## config.mk

```make
export PLATFORM = sky130hd
export DESIGN_NAME = spi_frame_rx
export DESIGN_NICKNAME = d
export VERILOG_FILES = /design/src/rtl/spi_rx_pkg.sv /design/src/rtl/spi_rx_sync.sv /design/src/rtl/spi_rx_edge.sv /design/src/rtl/spi_rx_shift.sv /design/src/rtl/spi_frame_rx.sv
export SDC_FILE = /design/constraint.sdc
export NUM_CORES = 1
export LEC_CHECK = 0
export ABC_AREA = 1
export BUFFER_PORTS_ARGS = -buffer_cell sky130_fd_sc_hd__buf_2
export CAP_MARGIN = 20
export CORE_ASPECT_RATIO = 1.75
export CORE_UTILIZATION = 26
export DETAILED_ROUTE_END_ITERATION = 6
export GPL_TIMING_DRIVEN = 0
export PLACE_DENSITY = 0.4
export SYNTH_ARGS = -nofsm -noshare
export SYNTH_HDL_FRONTEND = slang
export SYNTH_SLANG_ARGS = --single-unit
export TNS_END_PERCENT = 50
```

## constraint.sdc

```tcl
create_clock -name clk -period 2.3 [get_ports clk]
set_clock_uncertainty 0.2 [all_clocks]
set_input_delay 0.46 -clock clk [delete_from_list [all_inputs] [get_ports clk]]
set_output_delay 0.46 -clock clk [all_outputs]
set_load 0.02 [all_outputs]
```

## src/rtl/spi_rx_pkg.sv

```systemverilog
package spi_rx_pkg;
  // log2 of bits per byte; byte size derived from it
  localparam int BYTE_LG = 3;
  localparam int BYTE_W  = 1 << BYTE_LG;

  typedef enum logic [1:0] {
    RX_IDLE   = 2'd0,
    RX_ARMED  = 2'd1,
    RX_TAKE   = 2'd2,
    RX_FROZEN = 2'd3
  } rx_state_e;
endpackage

```

## src/rtl/spi_rx_sync.sv

```systemverilog
// Multi-bit synchronizer chain, one independent chain per bit.
module spi_rx_sync #(
  parameter int             W       = 3,
  parameter int             STAGES  = 2,
  parameter logic [W-1:0]   RST_VAL = '0
) (
  input  logic         clk,
  input  logic         rst_n,
  input  logic [W-1:0] raw_i,
  output logic [W-1:0] sync_o
);
  logic [W-1:0] chain [STAGES];

  for (genvar s = 0; s < STAGES; s++) begin : g_stage
    always_ff @(posedge clk or negedge rst_n) begin
      if (!rst_n) chain[s] <= RST_VAL;
      else if (s == 0) chain[s] <= raw_i;
      else chain[s] <= chain[(s == 0) ? 0 : s-1];
    end
  end

  assign sync_o = chain[STAGES-1];
endmodule

```

## src/rtl/spi_rx_edge.sv

```systemverilog
// Rising-edge detector on already synchronized lines.
module spi_rx_edge #(
  parameter int           W       = 2,
  parameter logic [W-1:0] RST_VAL = '0
) (
  input  logic         clk,
  input  logic         rst_n,
  input  logic [W-1:0] lvl_i,
  output logic [W-1:0] rise_o
);
  logic [W-1:0] prev_q;

  always_ff @(posedge clk or negedge rst_n) begin
    if (!rst_n) prev_q <= RST_VAL;
    else        prev_q <= lvl_i;
  end

  assign rise_o = lvl_i & ~prev_q;
endmodule

```

## src/rtl/spi_rx_shift.sv

```systemverilog
// MSB-first bit assembler; strobes a byte after every BYTE_W bits.
module spi_rx_shift #(
  parameter int BYTE_W = 8
) (
  input  logic              clk,
  input  logic              rst_n,
  input  logic              clr_i,
  input  logic              take_i,
  input  logic              bit_i,
  output logic [BYTE_W-1:0] byte_o,
  output logic              vld_o
);
  localparam int CNT_W = $clog2(BYTE_W);
  localparam logic [CNT_W-1:0] LAST = CNT_W'(BYTE_W - 1);

  logic [BYTE_W-1:0] sh_q;
  logic [BYTE_W-1:0] sh_next;
  logic [CNT_W-1:0]  cnt_q;

  assign sh_next = {sh_q[BYTE_W-2:0], bit_i};

  always_ff @(posedge clk or negedge rst_n) begin
    if (!rst_n) begin
      sh_q   <= '0;
      cnt_q  <= '0;
      byte_o <= '0;
      vld_o  <= 1'b0;
    end else begin
      vld_o <= 1'b0;
      if (clr_i) begin
        cnt_q <= '0;
      end else if (take_i) begin
        sh_q <= sh_next;
        if (cnt_q == LAST) begin
          cnt_q  <= '0;
          byte_o <= sh_next;
          vld_o  <= 1'b1;
        end else begin
          cnt_q <= cnt_q + 1'b1;
        end
      end
    end
  end
endmodule

```

## src/rtl/spi_frame_rx.sv

```systemverilog
module spi_frame_rx
  import spi_rx_pkg::*;
#(
  parameter int CAP_W       = 8,
  parameter int SYNC_STAGES = 2
) (
  input  logic              clk,
  input  logic              rst_n,
  input  logic              sck_i,
  input  logic              mosi_i,
  input  logic              csn_i,
  input  logic              cap_load_i,
  input  logic [CAP_W-1:0]  cap_bytes_i,
  output logic [7:0]        byte_o,
  output logic              byte_vld_o,
  output logic              done_o,
  output logic [CAP_W-1:0]  rx_count_o,
  output logic              overflow_o
);
  localparam int BUD_W = CAP_W + BYTE_LG;

  // ---------------- arithmetic ----------------
  function automatic logic [BUD_W-1:0] cap_to_bits(input logic [CAP_W-1:0] c);
    return {c, {BYTE_LG{1'b0}}};
  endfunction

  // bytes still open, rounding a partly filled byte up so it is not counted
  function automatic logic [CAP_W-1:0] bytes_open(input logic [BUD_W-1:0] b);
    logic [BUD_W:0] r;
    r = {1'b0, b} + (BUD_W+1)'(BYTE_W - 1);
    return CAP_W'(r >> BYTE_LG);
  endfunction

  function automatic logic [CAP_W-1:0] bytes_got(input logic [CAP_W-1:0] c,
                                                 input logic [BUD_W-1:0] b,
                                                 input logic             ovf);
    return ovf ? c : c - bytes_open(b);
  endfunction

  // ---------------- input conditioning ----------------
  // line order: [2] chip select, [1] SCK, [0] MOSI
  logic [2:0] lines_s;
  logic [1:0] rise;

  spi_rx_sync #(.W(3), .STAGES(SYNC_STAGES), .RST_VAL(3'b100)) u_sync (
    .clk    (clk),
    .rst_n  (rst_n),
    .raw_i  ({csn_i, sck_i, mosi_i}),
    .sync_o (lines_s)
  );

  spi_rx_edge #(.W(2), .RST_VAL(2'b10)) u_edge (
    .clk    (clk),
    .rst_n  (rst_n),
    .lvl_i  (lines_s[2:1]),
    .rise_o (rise)
  );

  // ---------------- named events ----------------
  rx_state_e        st;
  logic [BUD_W-1:0] budget_q;
  logic [CAP_W-1:0] cap_q;

  logic sck_rise, cs_rise, cs_low, mosi_s;
  logic load_ok, bit_take, overrun_hit, frame_end;

  assign mosi_s      = lines_s[0];
  assign cs_low      = ~lines_s[2];
  assign sck_rise    = rise[0];
  assign cs_rise     = rise[1];
  assign load_ok     = (st == RX_IDLE) && cap_load_i;
  assign frame_end   = ((st == RX_TAKE) || (st == RX_FROZEN)) && cs_rise;
  assign bit_take    = (st == RX_TAKE) && !cs_rise && sck_rise && (budget_q != '0);
  assign overrun_hit = (st == RX_TAKE) && !cs_rise && sck_rise && (budget_q == '0);

  // ---------------- control ----------------
  always_ff @(posedge clk or negedge rst_n) begin
    if (!rst_n) begin
      st         <= RX_IDLE;
      budget_q   <= '0;
      cap_q      <= '0;
      done_o     <= 1'b0;
      rx_count_o <= '0;
      overflow_o <= 1'b0;
    end else begin
      done_o <= 1'b0;
      unique case (st)
        RX_IDLE: if (load_ok) begin
          cap_q    <= cap_bytes_i;
          budget_q <= cap_to_bits(cap_bytes_i);
          st       <= RX_ARMED;
        end
        RX_ARMED: if (cs_low) st <= RX_TAKE;
        RX_TAKE: begin
          if (frame_end) begin
            st         <= RX_IDLE;
            done_o     <= 1'b1;
            rx_count_o <= bytes_got(cap_q, budget_q, 1'b0);
            overflow_o <= 1'b0;
          end else if (overrun_hit) begin
            st <= RX_FROZEN;
          end else if (bit_take) begin
            budget_q <= budget_q - 1'b1;
          end
        end
        RX_FROZEN: if (frame_end) begin
          st         <= RX_IDLE;
          done_o     <= 1'b1;
          rx_count_o <= bytes_got(cap_q, budget_q, 1'b1);
          overflow_o <= 1'b1;
        end
        default: st <= RX_IDLE;
      endcase
    end
  end

  // ---------------- datapath ----------------
  spi_rx_shift #(.BYTE_W(BYTE_W)) u_shift (
    .clk    (clk),
    .rst_n  (rst_n),
    .clr_i  (load_ok),
    .take_i (bit_take),
    .bit_i  (mosi_s),
    .byte_o (byte_o),
    .vld_o  (byte_vld_o)
  );
endmodule

```

==> PnR_summary.wiki, run 1 <==
{| class="wikitable"
! Metric !! Value
|-
| Status || finished with violations
|-
| Violations in the final reports || hold timing, setup timing
|-
| Top fanout value on the critical path || 3
|-
| Total detailed-routing wirelength || 7.867 mm
|-
| Share of async-settable or async-resettable flops after synthesis || 100.0%
|-
| Clock Pin Slew Worst Setup and Hold Paths || 0.05 ns
|-
| Adder-cell share of the synthesized area || 4.903%
|-
| Initial standard-cell utilization of the core || 26.66%
|-
| Via count of the first global-routing pass || 2573
|-
| Simple logic cell fraction of the synthesized area || 22.65%
|-
| Required time of the critical path || 2.32 ns
|-
| Most used cell, CP || nand2_1
|-
| Clock tree from TritonCTS || yes
|-
| Total via count after detailed routing || 2504
|-
| Crit path max-delay cell type || dfrtp_1
|-
| Syn_nets || 381
|-
| Final Critical Period || 2.388 ns
|-
| # port buffers || 32
|-
| Drt pass-1 iters || 4
|-
| Top routing layer used || met4
|-
| Delay contributed by the slowest stage of the critical path || 0.38 ns
|-
| Setup slack, reg-to-reg || -0.09 ns
|-
| Netlist area before placement || 0.002960 mm²
|-
| First-pass GRT wire length || 12.66 mm
|-
| Number of hold-repair buffers added at the cts stage || 0
|-
| Die area || 0.01183 mm²
|-
| Transition time at the pin with the least slew margin || 0.7782 ns
|-
| Global placer's final weighted congestion || 0.8287
|-
| WS Path Type || reg -> reg
|-
| Largest delay contributor family on the critical path || simple AND/OR/NAND/NOR gates
|-
| Power density over the cells || 1568 mW/mm²
|-
| Per-cell routed wire length || 14.28 µm
|-
| Fraction of layout instances using a drive strength above 1 || 27.92%
|-
| Routed length on met3 || 244 µm
|-
| Clock latency reported for the late side of the worst-skew pair || 0.33 ns
|-
| Setup TNS after final layout || -0.1874 ns
|-
| P_leak || 1.952 nW
|-
| Die height || 143.2 µm
|-
| Clock buffer count from CTS || 9
|-
| Critical R2R Capture || rx_count_o[7]$_DFFE_PN0P_
|-
| Final worst-path cycle share || 103.8%
|-
| Final setup fails || 3
|-
| R2R Path Start || budget_q[1]$_DFFE_PN0P_
|-
| Number of pins exceeding their max-slew limit in the final report || 0
|-
| Final hold violations || 5
|-
| CP endpoint kind || flop
|-
| GR Util All Layers || 15.15%
|-
| Number of DRC violations after detailed routing || 0
|-
| RSZ-0062 raised after global routing || yes
|-
| Number of buffers between clock root and the deepest sink || 2
|-
| Cell count of the worst reg-to-reg path || 18
|-
| Area added between synthesis and finish || 31.15%
|-
| Max Fclk || 418.8 MHz
|-
| Hold WC Path Type || in -> async
|-
| Clock tree root buffer cell || clkbuf_16
|-
| Global-route congestion overflow total || 0
|-
| Max cap viols || 0
|-
| Rows || 51
|-
| Xor/xnor share of the synthesized area || 2.367%
|-
| Cell count after synthesis || 356
|-
| Worst slack on hold paths || -0.003368 ns
|-
| Worst slack, placed || -0.4055 ns
|-
| Number of distinct standard cells referenced by the synthesized netlist || 35
|-
| Post-synthesis compound-gate area fraction || 12.72%
|-
| Count of antenna-violating nets left after detailed routing || 0
|-
| Relative slew margins || 48.12%
|-
| Sequential fraction of the synthesis area || 49.15%
|-
| Final nets || 439
|-
| Core Footprint || 0.01110 mm²
|-
| Critical path cell sequence || inv_2 -> ha_4 -> nand2_4 -> nand2_4 -> nor2_4 -> nand2_1 -> xor2_1 -> ha_1 -> nand2_1 -> inv_1 -> a21oi_2 -> nand2_2 -> inv_1 -> nand2_1 -> nand3_1 -> nand2_1 -> nand3_1 -> nand2_1
|-
| Type of element launching the critical path || flop
|-
| Per-instance average area after synthesis || 8.316 µm²
|-
| Total half-perimeter wirelength after legalization and detailed placement || 5.703 mm
|-
| #FFs+latches synth || 58
|-
| Sum of routed wire segments on met1 || 2.880 mm
|-
| Worst Setup Slack, final || -0.08777 ns
|-
| Share of synthesized area spent on multiplexers || 0%
|-
| Buffers plus inverters on the worst setup path || 3
|-
| Maximum number of pins on one net before global-route repair || 59
|-
| CP Data Arrival Time || 2.41 ns
|-
| Number of warnings reported in the yosys synthesis log || 0
|-
| Prevailing post-synth register cell || dfrtp_1
|-
| Number of synthesized flops with an enable pin || 0
|-
| Largest family of logic cells by synthesized area || simple AND/OR/NAND/NOR gates
|-
| Number of design-rule violations left by the first detailed-router iteration || 126
|-
| Die extent in x || 82.66 µm
|-
| Deepest level of the CTS H-tree || 3
|-
| Vias/cell || 4.544
|-
| Antenna violations before repair || 0
|-
| Peak ir drop on the vdd network || 447.6 µV
|-
| Routed wire length on met2 || 4.324 mm
|-
| IO Pins || 33
|-
| Diode insertion count for antenna repair || 0
|-
| Number of sinks on the clock net || 58
|}
[power by group]
| part | internal (mW) | switching, mW |
|---|---|---|
| Combinational | 1.26 | 1.73 |
| Clock | 1.03 | 0.484 |
| Sequential | 1.34 | 0.242 |
| Total | 3.63 | 2.45 |
[placed cells by master (no fill, tap or decap), types with 3 or more instances in the layout]
cell type / count
nand2_1: 95
dfrtp_1: 54
inv_1: 40
o21ai_0: 36
buf_2: 33
buf_4: 16
nand3_1: 13
nor2_1: 12
nand2_2: 9
clkbuf_16: 9
inv_2: 7
a21oi_1: 7
ha_1: 7
xor2_1: 6
nand4_1: 6
o21ai_1: 6
buf_6: 4
nor2_2: 4
nor2_4: 4
clkbuf_1: 4
a21oi_2: 4
o211ai_1: 4
nand2_4: 3
or2_4: 3
nand3_2: 3
ha_4: 3
clkbuf_8: 3
dfstp_2: 3
[synth_stat cells, types with 2 or more instances]
library cell  instances  area [µm²]
o21ai_0              37       185.2
xor2_1                6       52.55
buf_6                 3       33.78
nor2_1               17       63.81
o21a_1                2       15.01
nand2_2               2       12.51
nand3_1              16       80.08
nand2_1             104       390.4
dfstp_2               3       78.83
dfrtp_1              55        1376
nand4_1               6       37.54
buf_2                 2       10.01
ha_1                 10       125.1
o21ai_1               5       25.02
or2_2                 3       18.77
xnor2_1               2       17.52
clkbuf_1              4       15.01
a22o_1                2       17.52
o31ai_1               2       15.01
o211ai_1              4       30.03
inv_1                44       165.2
a21oi_1              11       55.05
nor2_2                2       12.51
inv_2                 3       11.26
[worst reg2reg max path: cells and delay by family, from the launching register on]
family          cells  cell delay (ns)
compound gates      1             0.12
xor+xnor            1             0.14
fa+ha+maj           2             0.49
buf+inv             3             0.17
flops               1             0.38
simple gates       11             0.80
[state kept, by name, summed over array words and instances, names as in the netlist]
name,count
u_sync.chain,3
budget_q,11
u_shift.sh_q,7
done_o,1
overflow_o,1
u_shift.byte_o,8
u_edge.prev_q,2
u_shift.vld_o,1
cap_q,8
st,2
rx_count_o,8
u_shift.cnt_q,3
u_sync.sync_o,3
[area by class of cell]
cell class	instances	area [µm²]
multi-input cells	241	1400
fillers	1177	7221
clock inverters	4	72.57
clock buffers	12	266.5
plain buffers	10	66.31
flip-flops and latches	58	1456
repair buffers	47	279.0
well taps	132	165.2
inverters	47	176.4
[how the worst max path moves through the flow]
| stage | startpoint | end | slack, ns | cells past startpoint |
|---|---|---|---|---|
| floorplan | budget_q[0]$_DFFE_PN0P_ | rx_count_o[7]$_DFFE_PN0P_ | -0.003 | 16 |
| global placement | budget_q[2]$_DFFE_PN0P_ | rx_count_o[7]$_DFFE_PN0P_ | -0.37 | 14 |
| detailed placement | budget_q[2]$_DFFE_PN0P_ | rx_count_o[7]$_DFFE_PN0P_ | -0.41 | 14 |
| CTS | budget_q[1]$_DFFE_PN0P_ | rx_count_o[7]$_DFFE_PN0P_ | -0.06 | 18 |
| global route | budget_q[0]$_DFFE_PN0P_ | rx_count_o[7]$_DFFE_PN0P_ | -0.22 | 17 |
| finish | budget_q[1]$_DFFE_PN0P_ | rx_count_o[7]$_DFFE_PN0P_ | -0.09 | 18 |
[layer usage]
layer / vias up / track usage, %
met5: - / 0
met4: 0 / 10.16
met3: 24 / 3.898
met2: 50 / 26.79
met1: 1163 / 14.88
li1: 1267 / -
[cells by family (layout without fill, tap and decap cells)]
logic type,Yosys count,after routing
AND/OR/NAND/NOR,155,155
XOR/XNOR,8,8
AO/OA/AOI/OAI,67,67
flip-flops,58,58
buffers and inverters,57,120
adder cells (fa/ha/maj),11,11
[per-stage QoR]
step	util (%)	cell area [µm²]	cells	power (mW)	hold slack [ns]
4_1_cts	34.53	3834	547	6.022	0.004350
3_3_place_gp	29.84	3313	520	3.977	0.1366
3_5_place_dp	29.86	3316	520	4.025	0.1347
2_1_floorplan	-	2988	356	3.384	-0.03559
6_report	34.97	3882	551	6.086	-0.003368
5_1_grt	34.97	3882	551	6.588	0.004343
[timing repair]
item | in CTS | in global routing
setup buffers | 11 | 4
endpoints found under the setup margin | 14 | 15
resized for setup | 26 | 8
pin swaps | 18 | 10
No activity file was read; power rests on OpenSTA's default activity.
==> run 2: changes to the inputs <==
PLACE_DENSITY = 0.39   (was 0.4)
TNS_END_PERCENT = not set   (was 50)
clock period = 2.53 ns   (was 2.3 ns; I/O delays follow)
==> run 2 against run 1 <==
Net effect:
- fmax fell by 1.7%
- utilization decreased by 0.48 points
- cell count shrank 0.54%
- sequential cell count stayed put
- hold slack improved by 0.046 ns
- first-iteration DRC count is 46% lower
- sequential share of layout area increased by 0.56 points
- critical path depth fell by 1
- wire length down 0.52%
- combinational power shrank 11%
- the run now ends clean
- clock power down 21%
==> PnR_summary.wiki, run 2 (synthesis results as in run 1) <==
{| class="wikitable"
! Metric !! Value
|-
| Rows || 51 (unchanged)
|-
| CP Data Arrival Time || 2.45 ns (was 2.41 ns)
|-
| Clock tree root buffer cell || clkbuf_16 (unchanged)
|-
| Cells after DPL || 520 (unchanged)
|-
| Int Power || 3.082 mW (was 3.634 mW)
|-
| Type of element launching the critical path || flop (unchanged)
|-
| Status || finished clean (was finished with violations)
|-
| GR Util All Layers || 14.79% (was 15.15%)
|-
| Global placer's final weighted congestion || 0.7765 (was 0.8287)
|-
| Die height || 143.2 µm (unchanged)
|-
| Clock power frac || 22.8% (was 24.9%)
|-
| Required time of the critical path || 2.55 ns (was 2.32 ns)
|-
| Maximum number of pins on one net before global-route repair || 59 (unchanged)
|-
| Hold WC Path Type || in -> async (unchanged)
|-
| Final Critical Period || 2.430 ns (was 2.388 ns)
|-
| Fraction of layout instances using a drive strength above 1 || 27.64% (was 27.92%)
|-
| Final setup fails || 0 (was 3)
|-
| Total via count after detailed routing || 2455 (was 2504)
|-
| Clock buffer count from CTS || 9 (unchanged)
|-
| First-pass GRT wire length || 12.31 mm (was 12.66 mm)
|-
| Top register by number of flip-flops || budget_q (unchanged)
|-
| Initial standard-cell utilization of the core || 26.66% (unchanged)
|-
| Clock tree from TritonCTS || yes (unchanged)
|-
| Count of antenna-violating nets left after detailed routing || 0 (unchanged)
|-
| Area added between synthesis and finish || 29.33% (was 31.15%)
|-
| Number of pins exceeding their max-slew limit in the final report || 0 (unchanged)
|-
| CP endpoint kind || flop (unchanged)
|-
| Switching share of total power || 41.80% (was 40.29%)
|-
| Power density over the cells || 1383 mW/mm² (was 1568 mW/mm²)
|-
| Most common library cell in the layout ignoring fill and taps || nand2_1 (unchanged)
|-
| Antenna violations before repair || 0 (unchanged)
|-
| Max Fclk || 411.6 MHz (was 418.8 MHz)
|-
| Number of sinks on the clock net || 58 (unchanged)
|-
| Net Switching || 2.214 mW (was 2.452 mW)
|-
| Per-cell routed wire length || 14.28 µm (about the same)
|-
| RSZ-0062 raised after global routing || yes (unchanged)
|-
| IO Pins || 33 (unchanged)
|-
| Commonest cells after routing, fill and taps aside || nand2_1, dfrtp_1, inv_1, o21ai_0, buf_2 (unchanged)
|-
| Number of DRC violations after detailed routing || 0 (unchanged)
|-
| WS Path Type || reg -> reg (unchanged)
|-
| Seq pwr share || 27.3% (was 25.9%)
|-
| Die extent in x || 82.66 µm (unchanged)
|-
| Clock Pin Slew Worst Setup and Hold Paths || 0.05 ns (about the same)
|-
| Number of buffers between clock root and the deepest sink || 2 (unchanged)
|-
| Drt pass-1 iters || 4 (unchanged)
|-
| Max cap viols || 0 (unchanged)
|-
| Top fanout value on the critical path || 4 (was 3)
|-
| Deepest level of the CTS H-tree || 3 (unchanged)
|-
| Layout fillers || 1210 (was 1177)
|-
| Vias/cell || 4.480 (was 4.544)
|-
| Die area || 0.01183 mm² (unchanged)
|-
| Peak ir drop on the vdd network || 476.5 µV (was 447.6 µV)
|-
| Total detailed-routing wirelength || 7.826 mm (was 7.867 mm)
|-
| Final instance area || 0.003829 mm² (was 0.003882 mm²)
|-
| Diode insertion count for antenna repair || 0 (unchanged)
|-
| Core Footprint || 0.01110 mm² (unchanged)
|-
| Final nets || 436 (was 439)
|-
| Total half-perimeter wirelength after legalization and detailed placement || 5.811 mm (was 5.703 mm)
|-
| Fin cells || 548 (was 551)
|-
| P_leak || 1.913 nW (was 1.952 nW)
|-
| Via count of the first global-routing pass || 2439 (was 2573)
|-
| # port buffers || 32 (unchanged)
|-
| Clock latency reported for the late side of the worst-skew pair || 0.33 ns (about the same)
|-
| Number of design-rule violations left by the first detailed-router iteration || 68 (was 126)
|-
| Global-route congestion overflow total || 0 (unchanged)
|-
| Final hold violations || 0 (was 5)
|-
| Relative slew margins || 48.18% (was 48.12%)
|-
| Final worst-path cycle share || 96.03% (was 103.8%)
|-
| Transition time at the pin with the least slew margin || 0.7772 ns (was 0.7782 ns)
|-
| Number of flip-flops in the largest register || 11 (unchanged)
|-
| Post-DP Area || 0.003288 mm² (was 0.003316 mm²)
|-
| Part of the power in combinational logic || 50.0% (was 49.1%)
|}
[run 2: final cells by class]
| cell class | instances | area, µm² | area share (%) |
|---|---|---|---|
| inverters | 47 | 176.4 | 4.608 |
| repair buffers | 44 | 252.7 | 6.601 |
| flip-flops and latches | 58 | 1458 | 38.07 |
| clock buffers | 10 | 229.0 | 5.980 |
| multi-input cells | 241 | 1414 | 36.93 |
| clock inverters | 6 | 67.56 | 1.765 |
| plain buffers | 10 | 66.31 | 1.732 |
| well taps | 132 | 165.2 | 4.314 |
[run 2: path summary, 6_finish.rpt]
kind	depth (start not counted)	start	slack (ns)	to
min	1	rst_n	0.04	cap_q[6]$_DFFE_PN0P_
max	17	budget_q[0]$_DFFE_PN0P_	0.10	rx_count_o[7]$_DFFE_PN0P_
min in group clk	1	csn_i	0.07	u_sync.chain[5]$_DFF_PN1_
min reg2reg	0	u_sync.chain[4]$_DFF_PN0_	0.14	u_sync.sync_o[1]$_DFF_PN0_
max reg2reg	17	budget_q[0]$_DFFE_PN0P_	0.10	rx_count_o[7]$_DFFE_PN0P_
max in group asynchronous	1	rst_n	1.50	budget_q[5]$_DFFE_PN0P_
[run 2: worst max-delay path, stage by stage (launching register included)]
cell and delay [ns]:
dfrtp_1 0.37, inv_2 0.07, ha_4 0.16, nand2_4 0.06
nand2_4 0.05, nor2_4 0.15, nand2_2 0.07, xor2_1 0.14
ha_1 0.35, nand2_1 0.09, nor2_1 0.11, nand2_1 0.07
nand2_2 0.08, nand3_2 0.09, nand3_2 0.08, nand2_1 0.06
nand3_2 0.06, nand2_1 0.05
[run 2: routing by layer]
layer / up-vias / routed length, µm / GRT usage [%]
met2: 41 / 4371 / 27.01
met4: 0 / 335 / 9.437
met3: 16 / 180 / 2.748
met5: - / 0 / 0
met1: 1143 / 2939 / 14.59
li1: 1255 / - / -
[run 2: metrics by stage]
stage	TNS (ns)	setup WS (ns)	utilization [%]	hold WS, ns	total power, mW
floorplan	0	0.03655	-	0.01041	3.032
global placement	-0.8753	-0.3395	29.59	0.1362	3.586
detailed placement	-0.9469	-0.3544	29.61	0.1356	3.614
CTS	0	0.002162	33.05	0.05525	5.020
global route	-0.05976	-0.04493	34.48	0.05783	5.750
finish	0	0.1005	34.48	0.04215	5.296
[run 2: power by group through the flow]
stage               clock network (mW)  registers, mW  logic, mW
detailed placement                   0           1.45       2.17
finish                            1.20           1.44       2.65
global route                      1.28           1.48       2.98
global placement                     0           1.44       2.15
floorplan                            0           1.48       1.56
CTS                               1.24           1.44       2.34
[run 2: timing repair]
item                                    4_1_cts  5_1_grt
gates resized for setup                      17       25
setup buffers                                 3        9
hold buffers                                  0        0
endpoints found under the setup margin        5        5
pin swaps                                     8       22
